[config.mk]
export PLATFORM = sky130hd
export DESIGN_NAME = bit_gearbox
export DESIGN_NICKNAME = d
export VERILOG_FILES = /design/src/rtl/gbx_pkg.sv /design/src/rtl/gbx_ptr.sv /design/src/rtl/gbx_occupancy.sv /design/src/rtl/gbx_ring.sv /design/src/rtl/bit_gearbox.sv
export SDC_FILE = /design/constraint.sdc
export NUM_CORES = 1
export LEC_CHECK = 0
export BUFFER_PORTS_ARGS = -buffer_cell sky130_fd_sc_hd__clkbuf_2
export CAP_MARGIN = 20
export CELL_PAD_IN_SITES_DETAIL_PLACEMENT = 1
export CELL_PAD_IN_SITES_GLOBAL_PLACEMENT = 1
export CORE_AREA = 2 2 67 76
export CTS_CLUSTER_DIAMETER = 120
export DETAILED_ROUTE_END_ITERATION = 6
export DIE_AREA = 0 0 69 78
export GPL_ROUTABILITY_DRIVEN = 1
export PLACE_DENSITY = 0.82
export SYNTH_ARGS = -nofsm -noshare
export SYNTH_HDL_FRONTEND = slang
export SYNTH_SLANG_ARGS = --single-unit
[constraint.sdc]
create_clock -name clk_i -period 4.5 [get_ports clk_i]
set_input_delay 0.225 -clock clk_i [delete_from_list [all_inputs] [get_ports clk_i]]
set_output_delay 0.225 -clock clk_i [all_outputs]
set_load 0.05 [all_outputs]
[src/rtl/gbx_pkg.sv]
package gbx_pkg;
  typedef enum logic [1:0] {
    LAST_RD  = 2'd0,
    LAST_WR  = 2'd1,
    LAST_UNK = 2'd2
  } last_op_e;
endpackage

[src/rtl/gbx_ptr.sv]
module gbx_ptr #(
  parameter int DEPTH = 12,
  parameter int STEP  = 6,
  localparam int PTR_W = $clog2(DEPTH)
) (
  input  logic             clk_i,
  input  logic             rst_ni,
  input  logic             adv_i,
  output logic [PTR_W-1:0] ptr_o
);
  logic [PTR_W:0] sum;
  logic [PTR_W-1:0] nxt;

  always_comb begin
    sum = {1'b0, ptr_o} + (PTR_W+1)'(STEP);
    if (sum >= (PTR_W+1)'(DEPTH)) sum = sum - (PTR_W+1)'(DEPTH);
    nxt = sum[PTR_W-1:0];
  end

  always_ff @(posedge clk_i or negedge rst_ni) begin
    if (!rst_ni)    ptr_o <= '0;
    else if (adv_i) ptr_o <= nxt;
  end
endmodule

[src/rtl/gbx_occupancy.sv]
module gbx_occupancy
  import gbx_pkg::*;
#(
  parameter int DEPTH = 12,
  parameter int IN_W  = 6,
  parameter int OUT_W = 4,
  localparam int PTR_W = $clog2(DEPTH),
  localparam int CNT_W = $clog2(DEPTH + 1)
) (
  input  logic [PTR_W-1:0] wr_ptr_i,
  input  logic [PTR_W-1:0] rd_ptr_i,
  input  last_op_e         last_op_i,
  output logic [CNT_W-1:0] held_o,
  output logic [CNT_W-1:0] free_o,
  output logic             can_wr_o,
  output logic             can_rd_o,
  output logic             bad_o
);
  localparam logic [CNT_W-1:0] DEPTH_C = CNT_W'(DEPTH);

  logic [CNT_W-1:0] w, r;
  logic             range_bad;

  assign w = CNT_W'(wr_ptr_i);
  assign r = CNT_W'(rd_ptr_i);
  assign range_bad = (w >= DEPTH_C) || (r >= DEPTH_C);

  always_comb begin
    bad_o  = range_bad;
    held_o = '0;
    if (w > r)      held_o = w - r;
    else if (r > w) held_o = DEPTH_C - r + w;
    else begin
      unique case (last_op_i)
        LAST_WR: held_o = DEPTH_C;
        LAST_RD: held_o = '0;
        default: bad_o  = 1'b1;
      endcase
    end
    free_o   = DEPTH_C - held_o;
    can_wr_o = !bad_o && (free_o >= CNT_W'(IN_W));
    can_rd_o = !bad_o && (held_o >= CNT_W'(OUT_W));
  end
endmodule

[src/rtl/gbx_ring.sv]
module gbx_ring #(
  parameter int DEPTH = 12,
  parameter int IN_W  = 6,
  parameter int OUT_W = 4,
  localparam int PTR_W = $clog2(DEPTH)
) (
  input  logic             clk_i,
  input  logic             rst_ni,
  input  logic             wr_en_i,
  input  logic [PTR_W-1:0] wr_ptr_i,
  input  logic [IN_W-1:0]  wr_data_i,
  input  logic [PTR_W-1:0] rd_ptr_i,
  output logic [OUT_W-1:0] rd_data_o
);
  logic [DEPTH-1:0] mem_q, mem_d;
  logic [DEPTH-1:0] wr_pad;

  assign wr_pad = DEPTH'(wr_data_i);

  // per store bit: offset into the incoming word, wrap-aware
  for (genvar j = 0; j < DEPTH; j++) begin : g_wr
    logic [PTR_W:0] off;
    always_comb begin
      if ((PTR_W+1)'(j) >= {1'b0, wr_ptr_i}) off = (PTR_W+1)'(j) - {1'b0, wr_ptr_i};
      else off = (PTR_W+1)'(j) + (PTR_W+1)'(DEPTH) - {1'b0, wr_ptr_i};
      mem_d[j] = (wr_en_i && off < (PTR_W+1)'(IN_W)) ? wr_pad[off[PTR_W-1:0]] : mem_q[j];
    end
  end

  for (genvar k = 0; k < OUT_W; k++) begin : g_rd
    logic [PTR_W:0] idx;
    always_comb begin
      idx = {1'b0, rd_ptr_i} + (PTR_W+1)'(k);
      if (idx >= (PTR_W+1)'(DEPTH)) idx = idx - (PTR_W+1)'(DEPTH);
      rd_data_o[k] = mem_q[idx[PTR_W-1:0]];
    end
  end

  always_ff @(posedge clk_i or negedge rst_ni) begin
    if (!rst_ni) mem_q <= '0;
    else         mem_q <= mem_d;
  end
endmodule

[src/rtl/bit_gearbox.sv]
module bit_gearbox
  import gbx_pkg::*;
#(
  parameter int IN_W  = 6,
  parameter int OUT_W = 4,
  parameter int DEPTH = 12
) (
  input  logic             clk_i,
  input  logic             rst_ni,
  input  logic             in_valid_i,
  output logic             in_ready_o,
  input  logic [IN_W-1:0]  in_data_i,
  output logic             out_valid_o,
  input  logic             out_ready_i,
  output logic [OUT_W-1:0] out_data_o,
  output logic             fault_o
);
  localparam int PTR_W = $clog2(DEPTH);
  localparam int CNT_W = $clog2(DEPTH + 1);

  initial begin
    if (DEPTH < IN_W + OUT_W) $error("DEPTH must be at least IN_W + OUT_W");
  end

  logic [PTR_W-1:0] wr_ptr, rd_ptr;
  logic [CNT_W-1:0] held, free;
  logic             can_wr, can_rd, bad;
  logic             wr_go, rd_go;
  last_op_e         last_op_q;
  logic             fault_q;

  assign in_ready_o  = can_wr;
  assign out_valid_o = can_rd;
  assign wr_go       = in_valid_i && can_wr;
  assign rd_go       = out_ready_i && can_rd;
  assign fault_o     = fault_q;

  gbx_occupancy #(.DEPTH(DEPTH), .IN_W(IN_W), .OUT_W(OUT_W)) occ_i (
    .wr_ptr_i (wr_ptr),
    .rd_ptr_i (rd_ptr),
    .last_op_i(last_op_q),
    .held_o   (held),
    .free_o   (free),
    .can_wr_o (can_wr),
    .can_rd_o (can_rd),
    .bad_o    (bad)
  );

  gbx_ptr #(.DEPTH(DEPTH), .STEP(IN_W)) wptr_i (
    .clk_i(clk_i), .rst_ni(rst_ni), .adv_i(wr_go), .ptr_o(wr_ptr)
  );

  gbx_ptr #(.DEPTH(DEPTH), .STEP(OUT_W)) rptr_i (
    .clk_i(clk_i), .rst_ni(rst_ni), .adv_i(rd_go), .ptr_o(rd_ptr)
  );

  gbx_ring #(.DEPTH(DEPTH), .IN_W(IN_W), .OUT_W(OUT_W)) ring_i (
    .clk_i    (clk_i),
    .rst_ni   (rst_ni),
    .wr_en_i  (wr_go),
    .wr_ptr_i (wr_ptr),
    .wr_data_i(in_data_i),
    .rd_ptr_i (rd_ptr),
    .rd_data_o(out_data_o)
  );

  always_ff @(posedge clk_i or negedge rst_ni) begin
    if (!rst_ni) begin
      last_op_q <= LAST_RD;
      fault_q   <= 1'b0;
    end else begin
      if (wr_go && !rd_go)      last_op_q <= LAST_WR;
      else if (rd_go && !wr_go) last_op_q <= LAST_RD;
      if (bad) fault_q <= 1'b1;
    end
  end

  assert_idle_holds_R4: assert property (@(posedge clk_i) disable iff (!rst_ni)
    (!wr_go && !rd_go) |=> (held == $past(held)));

  assert_dual_delta_R7: assert property (@(posedge clk_i) disable iff (!rst_ni)
    (wr_go && rd_go) |=> (int'(held) == int'($past(held)) + IN_W - OUT_W));

  assert_full_state_R6: assert property (@(posedge clk_i) disable iff (!rst_ni)
    (held == CNT_W'(DEPTH)) |-> (!in_ready_o && out_valid_o));

  assert_fault_sticky_R8: assert property (@(posedge clk_i) disable iff (!rst_ni)
    fault_o |=> fault_o);

  assert_out_hold_R9: assert property (@(posedge clk_i) disable iff (!rst_ni)
    (out_valid_o && !out_ready_i) |=> (out_valid_o && $stable(out_data_o)));

  assert_free_ok_R2: assert property (@(posedge clk_i) disable iff (!rst_ni)
    (int'(held) + int'(free) == DEPTH) && (held <= CNT_W'(DEPTH)));
endmodule

Word-level counts from Yosys, hierarchy flattened
Cells that the tools add are included.

Register bits after elaboration: 23. Bits of input ports: 10. Output and inout bits: 7. Logic and storage cells: 191.

$add $sub $neg: 39. Magnitude comparators: 52. Eq/ne operators: 1. Muxes and demuxes: 58. Reduce and logical (&&, ||, !) cells: 25.

Operators with widths (number): $lt A4 B5 Y1 const B (16); $bmux W1 S4 (16); $lt A5 B3 Y1 const B (12); $mux W5 (12); $sub A4 B4 Y5 const A (8); $sub A5 B4 Y5 const A (8); $mux W4 (9); $ge A5 B4 Y1 const B (5); $sub A4 B4 Y4 const B (6); $sub A3 B4 Y5 const A (4); $mux W1 (19); $logic_and A1 B1 Y1 (18); $ge A3 B4 Y1 const A (4); $ge A4 B4 Y1 const A (4); $ge A4 B4 Y1 const B (3); $add A4 B2 Y5 const B (2); $add A4 B3 Y5 const B (2); $sub A1 B4 Y5 const A (2); $sub A2 B4 Y5 const A (2); $ge A1 B4 Y1 const A (2); $ge A2 B4 Y1 const A (2); $ge A4 B3 Y1 const B (2); $gt A4 B4 Y1 (2); $sub A4 B4 Y4 const A (2); other kinds (10) (13).

Logic depth before layout (Yosys ltp)
Gate-level depths: netlist of the first run.

Depth in word-level cells: 12. Gate-level depth with buffers: 18. Gate-level depth less buffers: 16.

Modules after synthesis
From an unflattened synthesis of the first run, not the netlist that was laid out.

Cell total of the unflattened synthesis: 380. Area total of the unflattened synthesis: 3338.2 µm².

By module, submodules not included: gbx_ring (times used 1, cells each 280, area an instance 2479.9 µm²); gbx_occupancy (times used 1, cells each 58, area an instance 437.9 µm²); gbx_ptr (wptr_i) (times used 1, cells each 24, area an instance 219.0 µm²); bit_gearbox (times used 1, cells each 9, area an instance 103.8 µm²); gbx_ptr (rptr_i) (times used 1, cells each 9, area an instance 97.6 µm²).

Worst setup path after synthesis of the first run
Ideal clock, no wire load.

Path type: reg2reg. Start point: register wptr_i.ptr_o[2]. End point: register last_op_q[0]. Setup time: 125 ps. Arrival time: 3672 ps. Slack: 703 ps. Stages on the path, launching flop included: 19. Buffers on the path: 2. Cells stage by stage: dfrtp_1 -> clkbuf_1 -> inv_1 -> ha_1 -> inv_1 -> ha_1 -> nand2_1 -> o21ai_0 -> a21oi_1 -> inv_1 -> ha_1 -> and2b_1 -> a311oi_1 -> mux2i_1 -> nand3_4 -> buf_6 -> inv_1 -> ha_1 -> mux2_2.

Word-level cells in the longest chain between the ends: 11. Elaborated cells between the ends (all ways): 25. Those cells by class: 3 x add/sub; 5 x order compare; 6 x mux; 11 x reduce/logical.

RTL lines: from (decl) (RTL line gbx_ptr.sv:9) `output logic [PTR_W-1:0] ptr_o`; from (signal assigned) (RTL line gbx_ptr.sv:22) `else if (adv_i) ptr_o <= nxt;`; branches (longest 6 deep; another with $add A4 B4 Y4); $logic_and A1 B1 Y1 (*) (RTL line gbx_occupancy.sv:41) `can_wr_o = !bad_o && (free_o >= CNT_W'(IN_W));`; $logic_and A1 B1 Y1 (*) (RTL line bit_gearbox.sv:34) `assign wr_go = in_valid_i && can_wr;`; via ring_i.wr_en_i (RTL line gbx_ring.sv:9) `input logic wr_en_i,`; $logic_not A1 Y1 (RTL line bit_gearbox.sv:73) `else if (rd_go && !wr_go) last_op_q <= LAST_RD;`; $logic_and A1 B1 Y1 (RTL line bit_gearbox.sv:73); $reduce_bool A2 Y1 (no source line); to (signal assigned) (RTL line bit_gearbox.sv:69) `last_op_q <= LAST_RD;`; to (signal assigned) (RTL line bit_gearbox.sv:72) `if (wr_go && !rd_go) last_op_q <= LAST_WR;`; to (signal assigned) (RTL line bit_gearbox.sv:73); to (decl) (RTL line bit_gearbox.sv:29) `last_op_e last_op_q;`.

Mark *: on every way through the listed nets, which the timed path passes. A chain may end at the register's enable or synchronous reset.

Final worst setup path of the first run
Start point: register wptr_i.ptr_o[3]. End point: register ring_i.mem_q[2].

Word-level cells in the longest chain between the ends: 9. Elaborated cells between the ends (all ways): 24. Those cells by class: 5 x add/sub; 6 x order compare; 8 x mux; 5 x reduce/logical.

RTL lines: branches (longest 9 deep; another with $add A4 B4 Y4); to (signal assigned) (RTL line gbx_ring.sv:41) `else mem_q <= mem_d;`; to (decl) (RTL line gbx_ring.sv:15) `logic [DEPTH-1:0] mem_q, mem_d;`.

Parallel ways; which one is timed is not known. The select of a mux whose other input is x is not followed.

==> metrics.txt, run 1 <==
status completed; CP Class reg2reg; Max FO, Critical Path 15; Die Wd 69 um; Skew-Pair Late Insertion Delay 0.26 ns; PostCTS Resize Cnt 0; min-delay src in_valid_i; Tot Pwr 0.319 mW; required time of the critical path 4.65 ns; largest net degree at the start of global routing 32; CTS max path bufs 2; core area 4550 um2; Syn Std Cell Area 2050 um2; starting density of the core 0.450; DRT antenna net count 0; Worst path top cell family by delay adder cells; Synth area leaders dfrtp_1 (23%), ha_1 (13%), mux2i_1 (7.8%); Tot GR Track Use 0.203; DIE AREA 5380 um2; Pleak 1.01 nW; detailed-route wire length 5.34 mm; EDFF count, synth 0; Slew @ Worst Pin 0.530 ns; Reg clk slew, reported paths 0.08 ns; Crit-path slowest cell dfrtp_1; Root Buffer clkbuf_8; DRC 0; Most common cell on crit path inv_1; beginning of the worst register-to-register path wptr_i.ptr_o[3]; # port buffers 16; CP Cell Sequence inv_1 -> fa_1 -> nand2_1 -> o21ai_0 -> a21oi_1 -> inv_1 -> ha_1 -> and2b_1 -> nor2_1 -> mux2i_1 -> nand3_4 -> a2111oi_2 -> mux2_2; Post-Syn Nets 269; crit path from wptr_i.ptr_o[3]; most frequent cells in the layout ha_1 (22), dfrtp_1 (19), a21oi_1 (17); Placement Rows 26; Power Density 145 nW/um2; cts hold-fix bufs 1; H-tree levels 1; Post-Route Utilization 0.484; CTS buffer count 3; final setup vio count 0; share of layout cells above drive strength 1 0.189; ANT cells 0; DRT Pass-1 Iters 4; Period minus WS final 3.99 ns; fmax 251 MHz; Syn Area/Cell 8.69 um2; iteration-0 DRC count of the detailed router 113; CTS tree done; GPL Wtd Cong 0.796; Sink Count 19; post-route setup TNS 0 ns; Post-Synthesis Cells 236; via count 1755; share of the synthesized area in the top cell type 0.232; global route overflow 0; Post-Place Cells 295; Vias per Instance 5.85; Post CTS Setup Buffer Count 0; Max Slew Vio Count 0; area delta synth->final 7.44%; prevailing post-synth register cell dfrtp_1; Post-synth ARST share 1.00; Yosys warning total 0; WP buf/inv 2; Max Cap Viol 0; initial antenna violation count 0; Non-Filler Instances 300; Largest stage delay, worst path 0.60 ns; synthesized flop and latch total 19; Wirelength per Cell 17.8 um; most common cell after layout, fill and taps aside ha_1; crit path capture type flip-flop; register area share after synthesis 0.232; relative slew slack 0.646; skew final 0.00104 ns; Hold Fails Final Rpt 0; die height 78 um; crit start category flip-flop; RSZ-0062 raised after global routing false; final worst-path cycle share 0.887; Worst EP arrival 4.14 ns; top cell type by total area after synthesis dfrtp_1; # IOs 17; first-pass GRT wire length 8.80 mm; fill count 545; nets 278; vias in the first global route 1744; unique cell type count in the Yosys netlist 43; DP HPWL 4.00 mm; hold crit path type in2reg; worst IR drop on VDD 85.1 uV
==> final cells by class <==
cell class                      count  area [um2]  area share
Tap cell                           56        70.1      0.0318
Multi-Input combinational cell    185        1440       0.654
Timing Repair Buffer               20         113      0.0511
Sequential cell                    19         475       0.216
Inverter                           16        60.1      0.0273
Clock buffer                        4        45.0      0.0204
==> Yosys cell counts (2+ instances only) <==
cell / number
ha_1: 22
dfrtp_1: 19
a21oi_1: 17
inv_1: 16
mux2i_1: 16
nand2_1: 16
o21ai_0: 16
mux2_2: 14
clkbuf_1: 13
nor2_1: 12
nor2b_1: 10
a211oi_1: 8
nand3b_1: 5
nor3_1: 5
o22ai_1: 5
xnor2_1: 4
nand3_1: 3
nor3b_1: 3
a221oi_1: 2
and2_1: 2
and3_1: 2
buf_6: 2
mux2_4: 2
or2_2: 2
xor2_1: 2
==> cells by family (layout without fill, tap and decap cells) <==
family	after synthesis	after routing	synth area share
buffers and inverters	32	40	0.0659
AND/OR/NAND/NOR	67	67	0.184
AO/OA/AOI/OAI	57	57	0.179
XOR/XNOR	6	6	0.0256
adder cells (fa/ha/maj)	23	23	0.144
multiplexers	32	32	0.170
flip-flops	19	19	0.232
==> state kept, by name, summed over array words and instances (netlist names) <==
signal,flops
fault_o,1
wptr_i.ptr_o,3
ring_i.mem_q,12
rptr_i.ptr_o,2
last_op_q,1
==> where the power goes <==
group	leakage, nW	internal (mW)	switching [mW]
Combinational	0.739	0.00882	0.0140
Sequential	0.245	0.171	0
Clock	0.0228	0.0632	0.0628
Total	1.01	0.243	0.0768
==> worst min-delay path, delay by kind of cell <==
kind	cells	cell delay, ns
compound gates	1	0.08
buf+inv	1	0.11
simple gates	1	0.10
==> per-stage QoR <==
step	cell area, um2	setup slack (ns)	hold slack (ns)
CTS	2200	0.501	0.305
finish	2200	0.509	0.293
floorplan	2050	0.703	-0.0706
global placement	2150	0.718	0.214
global route	2200	0.162	0.310
detailed placement	2150	0.530	0.220
==> per-layer routing <==
metal  part of all wire  wire length, um  track usage  vias to the layer above
met5                  0                0            0                        -
met4             0.0099               53       0.0686                        0
met3              0.017               90       0.0195                        6
met2               0.49             2620        0.339                       21
met1               0.48             2580        0.273                      872
li1                   -                -            -                      856
==> final timing paths <==
check / end / slack [ns] / cells after the start
worst min register to register: fault_o / 0.51 / 1
worst max-delay path: ring_i.mem_q[2] / 0.51 / 13
max in group asynchronous: ring_i.mem_q[5] / 3.66 / 2
worst max register to register: ring_i.mem_q[2] / 0.51 / 13
worst min-delay path: ring_i.mem_q[5] / 0.29 / 3
min in group asynchronous: ring_i.mem_q[6] / 0.49 / 2
(Power assumes the default switching activity.)
==> run 2: changes to the inputs <==
--- a/config.mk
+++ b/config.mk
@@ -9,12 +9,12 @@
 export CAP_MARGIN = 20
 export CELL_PAD_IN_SITES_DETAIL_PLACEMENT = 1
 export CELL_PAD_IN_SITES_GLOBAL_PLACEMENT = 1
-export CORE_AREA = 2 2 67 76
+export CORE_AREA = 2 2 70 79
 export CTS_CLUSTER_DIAMETER = 120
 export DETAILED_ROUTE_END_ITERATION = 6
-export DIE_AREA = 0 0 69 78
+export DIE_AREA = 0 0 72 81
 export GPL_ROUTABILITY_DRIVEN = 1
-export PLACE_DENSITY = 0.82
+export PLACE_DENSITY = 0.79
 export SYNTH_ARGS = -nofsm -noshare
 export SYNTH_HDL_FRONTEND = slang
 export SYNTH_SLANG_ARGS = --single-unit
==> constraint.sdc (replaced) <==
create_clock -name clk_i -period 3.5 [get_ports clk_i]
set_input_delay 0.175 -clock clk_i [delete_from_list [all_inputs] [get_ports clk_i]]
set_output_delay 0.175 -clock clk_i [all_outputs]
set_load 0.05 [all_outputs]
==> metrics.txt, run 2 (synthesis results as in run 1) <==
Die Wd 72 um; Non-Filler Instances 314; # port buffers 16; via count 1824; Post-Place Cells 305; vias in the first global route 1833; largest net degree at the start of global routing 32; Skew-Pair Late Insertion Delay 0.26 ns; met3 wire length 55 um; final worst-path cycle share 0.968; crit start category flip-flop; Max Cap Viol 0; DRC 0; Largest Register ring_i.mem_q; Sink Count 19; hold crit path type in2reg; most common cell after layout, fill and taps aside ha_1; Wirelength per Cell 18.1 um; Root Buffer clkbuf_8; Max Used Layer met4; Post-Route Utilization 0.457; CTS buffer count 3; H-tree levels 1; core area 5150 um2; Worst EP arrival 3.55 ns; Period minus WS final 3.39 ns; global route overflow 0; ANT cells 0; GPL Wtd Cong 0.816; fmax 295 MHz; Slew @ Worst Pin 0.589 ns; Max FO, Critical Path 5; DRT Pass-1 Iters 4; Power Density 175 nW/um2; Vias per Instance 5.81; initial antenna violation count 0; required time of the critical path 3.66 ns; top flop regs ring_i.mem_q (12), wptr_i.ptr_o (3), rptr_i.ptr_o (2); CTS max path bufs 2; worst IR drop on VDD 113 uV; DIE AREA 5830 um2; wire length on met1 2.61 mm; nets 288; share of layout cells above drive strength 1 0.260; DP HPWL 4.07 mm; relative slew slack 0.605; # IOs 17; most frequent cells in the layout ha_1 (21), dfrtp_1 (18); status completed; CTS tree done; max reg flops 12; iteration-0 DRC count of the detailed router 120; Pleak 1.04 nW; DR WL met2 2.96 mm; Tot GR Track Use 0.196; area delta synth->final 14.9%; final setup vio count 0; DRT antenna net count 0; Hold Fails Final Rpt 0; Max Slew Vio Count 0; CP Class reg2reg; detailed-route wire length 5.69 mm; first-pass GRT wire length 8.94 mm; crit path capture type flip-flop; starting density of the core 0.398; skew final 0.00266 ns; Hold WS 0.260 ns; Reg clk slew, reported paths 0.08 ns; die height 81 um; Placement Rows 28
==> run 2: metal layers <==
metal / global-route usage / vias to the layer above
met5: 0 / -
met4: 0.0509 / 0
met3: 0.0149 / 6
met2: 0.358 / 15
met1: 0.248 / 922
li1: - / 881
==> run 2: where the power goes <==
part,leakage (nW),switching [mW],internal (mW)
clock,0.0228,0.0821,0.0813
sequential,0.244,0,0.219
combinational,0.773,0.0175,0.0113
total,1.04,0.0996,0.312
==> run 2: per-stage QoR <==
stage          area, um2  power, mW  setup WS [ns]  TNS [ns]
6_report            2360      0.411          0.111         0
3_3_place_gp        2220      0.250         0.0766         0
2_1_floorplan       2080      0.235        -0.0160   -0.0160
3_5_place_dp        2220      0.251        -0.0516   -0.0877
4_1_cts             2280      0.413         0.0272         0
5_1_grt             2360      0.426        -0.0350    -0.122
==> run 2: worst paths after layout <==
kind                                 startpoint              end  slack [ns]  cells after the start
worst max-delay path            wptr_i.ptr_o[2]  ring_i.mem_q[1]        0.11                     16
worst min-delay path                out_ready_i  rptr_i.ptr_o[2]        0.26                      3
worst max register to register  wptr_i.ptr_o[2]  ring_i.mem_q[1]        0.11                     16
worst min register to register          fault_o          fault_o        0.47                      1
max in group asynchronous                rst_ni  wptr_i.ptr_o[2]        2.68                      2
min in group asynchronous                rst_ni  ring_i.mem_q[7]        0.42                      2
==> run 2: timing repair <==
action                                  4_1_cts  5_1_grt
gates cloned                                  0        1
resized for setup                             1        7
setup buffers                                 0        3
pin swaps                                     0        2
endpoints found under the setup margin        3       11
hold endpoints to repair                     19        0
hold buffers                                  1        0
==> run 2: area by class of cell <==
cell class	count	area (um2)
clock buffer	4	45.0
timing repair buffer	29	180
fill	618	2790
sequential	19	477
inverter	16	60.1
tap	60	75.1
multi-input combinational	186	1520
==> run 2: worst max-delay path, stage by stage, from the launching register on <==
cell      delay [ns]
dfrtp_2         0.37
inv_1           0.07
ha_4            0.29
inv_1           0.06
ha_1            0.29
nand2_1         0.07
o21ai_0         0.09
a21oi_2         0.17
inv_1           0.07
ha_1            0.28
and2b_1         0.24
a311oi_2        0.07
mux2i_4         0.27
nand3_4         0.18
buf_4           0.18
or2_2           0.31
mux2_2          0.27
==> run 3: changes to the inputs <==
--- a/config.mk
+++ b/config.mk
@@ -6,10 +6,11 @@
 export NUM_CORES = 1
 export LEC_CHECK = 0
 export BUFFER_PORTS_ARGS = -buffer_cell sky130_fd_sc_hd__clkbuf_2
-export CAP_MARGIN = 20
+export CAP_MARGIN = 10
 export CELL_PAD_IN_SITES_DETAIL_PLACEMENT = 1
 export CELL_PAD_IN_SITES_GLOBAL_PLACEMENT = 1
 export CORE_AREA = 2 2 70 79
+export CTS_BUF_LIST = sky130_fd_sc_hd__clkbuf_16
 export CTS_CLUSTER_DIAMETER = 120
 export DETAILED_ROUTE_END_ITERATION = 6
 export DIE_AREA = 0 0 72 81
@@ -18,3 +19,4 @@
 export SYNTH_ARGS = -nofsm -noshare
 export SYNTH_HDL_FRONTEND = slang
 export SYNTH_SLANG_ARGS = --single-unit
+export TNS_END_PERCENT = 30
==> metrics.txt, run 3 (synthesis results as in run 1) <==
CTS tree done; final setup vio count 0; GPL Wtd Cong 0.816; CTS max path bufs 2; ANT cells 0; fmax 297 MHz; Hold WS 0.275 ns; H-tree levels 1; Post-Route Utilization 0.464; global route overflow 0; area delta synth->final 16.5%; status completed; most frequent cells in the layout ha_1 (21), dfrtp_1 (18), inv_1 (17); max reg flops 12; first-pass GRT wire length 8.91 mm; starting density of the core 0.398; # port buffers 16; worst IR drop on VDD 138 uV; DRC 0; CP Cell Sequence inv_1 -> ha_4 -> inv_1 -> ha_1 -> nand2_1 -> o21ai_0 -> a21oi_2 -> inv_1 -> ha_1 -> and2b_1 -> a311oi_2 -> mux2i_4 -> nand3_4 -> buf_4 -> or2_2 -> mux2_2; top flop regs ring_i.mem_q (12), wptr_i.ptr_o (3), rptr_i.ptr_o (2); Crit-path slowest cell dfrtp_2; CP Class reg2reg; die height 81 um; Period minus WS final 3.37 ns; vias in the first global route 1837; Sink Count 19; Slew @ Worst Pin 0.536 ns; via count 1835; Max Cap Viol 0; DIE AREA 5830 um2; dpl ws -0.0516 ns; Skew-Pair Late Insertion Delay 0.25 ns; final worst slack 0.132 ns; Max Slew Vio Count 0; DRT Pass-1 Iters 4; Root Buffer clkbuf_16; Tot GR Track Use 0.194; # IOs 17; share of layout cells above drive strength 1 0.260; Worst EP arrival 3.51 ns; DRT antenna net count 0; skew final 0.00331 ns; detailed-route wire length 5.62 mm; Vias per Instance 5.84; Largest stage delay, worst path 0.36 ns; Placement Rows 28; required time of the critical path 3.64 ns; crit path capture type flip-flop; Hold Fails Final Rpt 0; final worst-path cycle share 0.962; core area 5150 um2; Wirelength per Cell 17.9 um; hold crit path type in2reg; iteration-0 DRC count of the detailed router 89; DP HPWL 4.07 mm; Max FO, Critical Path 5; nets 288; Most common cell on crit path inv_1; Pleak 1.06 nW; Power Density 204 nW/um2; relative slew slack 0.643; most common cell after layout, fill and taps aside ha_1; crit start category flip-flop; Largest Register ring_i.mem_q; WP buf/inv 4; CTS buffer count 3; largest net degree at the start of global routing 32; Reg clk slew, reported paths 0.06 ns; initial antenna violation count 0; Worst path top cell family by delay adder cells; Die Wd 72 um
## run 3: cell types whose count changed in the layout (fill, tap and decap cells not counted)
cell,change
clkbuf_16,+3
clkbuf_8,-3
inv_1,+1
clkbuf_1,-1
## run 3: path summary, 6_finish.rpt
path                                 startpoint          endpoint  slack [ns]  depth (start not counted)
worst max-delay path            wptr_i.ptr_o[2]   ring_i.mem_q[1]        0.13                         16
worst min-delay path                out_ready_i   rptr_i.ptr_o[2]        0.28                          3
worst max register to register  wptr_i.ptr_o[2]   ring_i.mem_q[1]        0.13                         16
worst min register to register          fault_o           fault_o        0.46                          1
max in group asynchronous                rst_ni   wptr_i.ptr_o[2]        2.68                          2
min in group asynchronous                rst_ni  ring_i.mem_q[11]        0.43                          2
## run 3: cell type report
| cell class | count | area (um2) |
|---|---|---|
| fill | 617 | 2760 |
| multi-input combinational | 186 | 1520 |
| sequential | 19 | 477 |
| timing repair buffer | 29 | 180 |
| clock buffer | 3 | 75.1 |
| tap | 60 | 75.1 |
| inverter | 16 | 60.1 |
| clock inverter | 1 | 3.75 |
## run 3: metrics by stage
step                cells  TNS [ns]  power (mW)  instance area, um2
global route          314    -0.119       0.504                2390
CTS                   310         0       0.490                2310
floorplan             236   -0.0160       0.235                2080
global placement      305         0       0.250                2220
detailed placement    305   -0.0877       0.251                2220
finish                314         0       0.488                2390
## run 3: where the power goes
group	internal, mW	switching, mW
logic	0.0113	0.0173
clock network	0.152	0.0880
registers	0.220	0
## run 3: per-layer routing
metal | up-vias | track usage | routed length (um)
met2 | 15 | 0.356 | 2890
met5 | - | 0 | 0
met3 | 7 | 0.0174 | 65
met4 | 0 | 0.0434 | 63
li1 | 885 | - | -
met1 | 928 | 0.245 | 2600
## run 3: timing repair
action                                  in CTS  in global routing
hold buffers                                 1                  0
gates cloned                                 0                  1
endpoints found under the hold margin       19                  0
setup buffers                                0                  3
gates resized for setup                      1                  7
pin swaps                                    0                  2
endpoints found under the setup margin       4                 11
## run 3: worst register-to-register path, stage by stage, from the launching register on
cell and delay (ns):
dfrtp_2 0.36, inv_1 0.07, ha_4 0.29, inv_1 0.05, ha_1 0.29, nand2_1 0.07, o21ai_0 0.09, a21oi_2 0.17
inv_1 0.07, ha_1 0.28, and2b_1 0.25, a311oi_2 0.07, mux2i_4 0.26, nand3_4 0.17, buf_4 0.18, or2_2 0.31
mux2_2 0.27
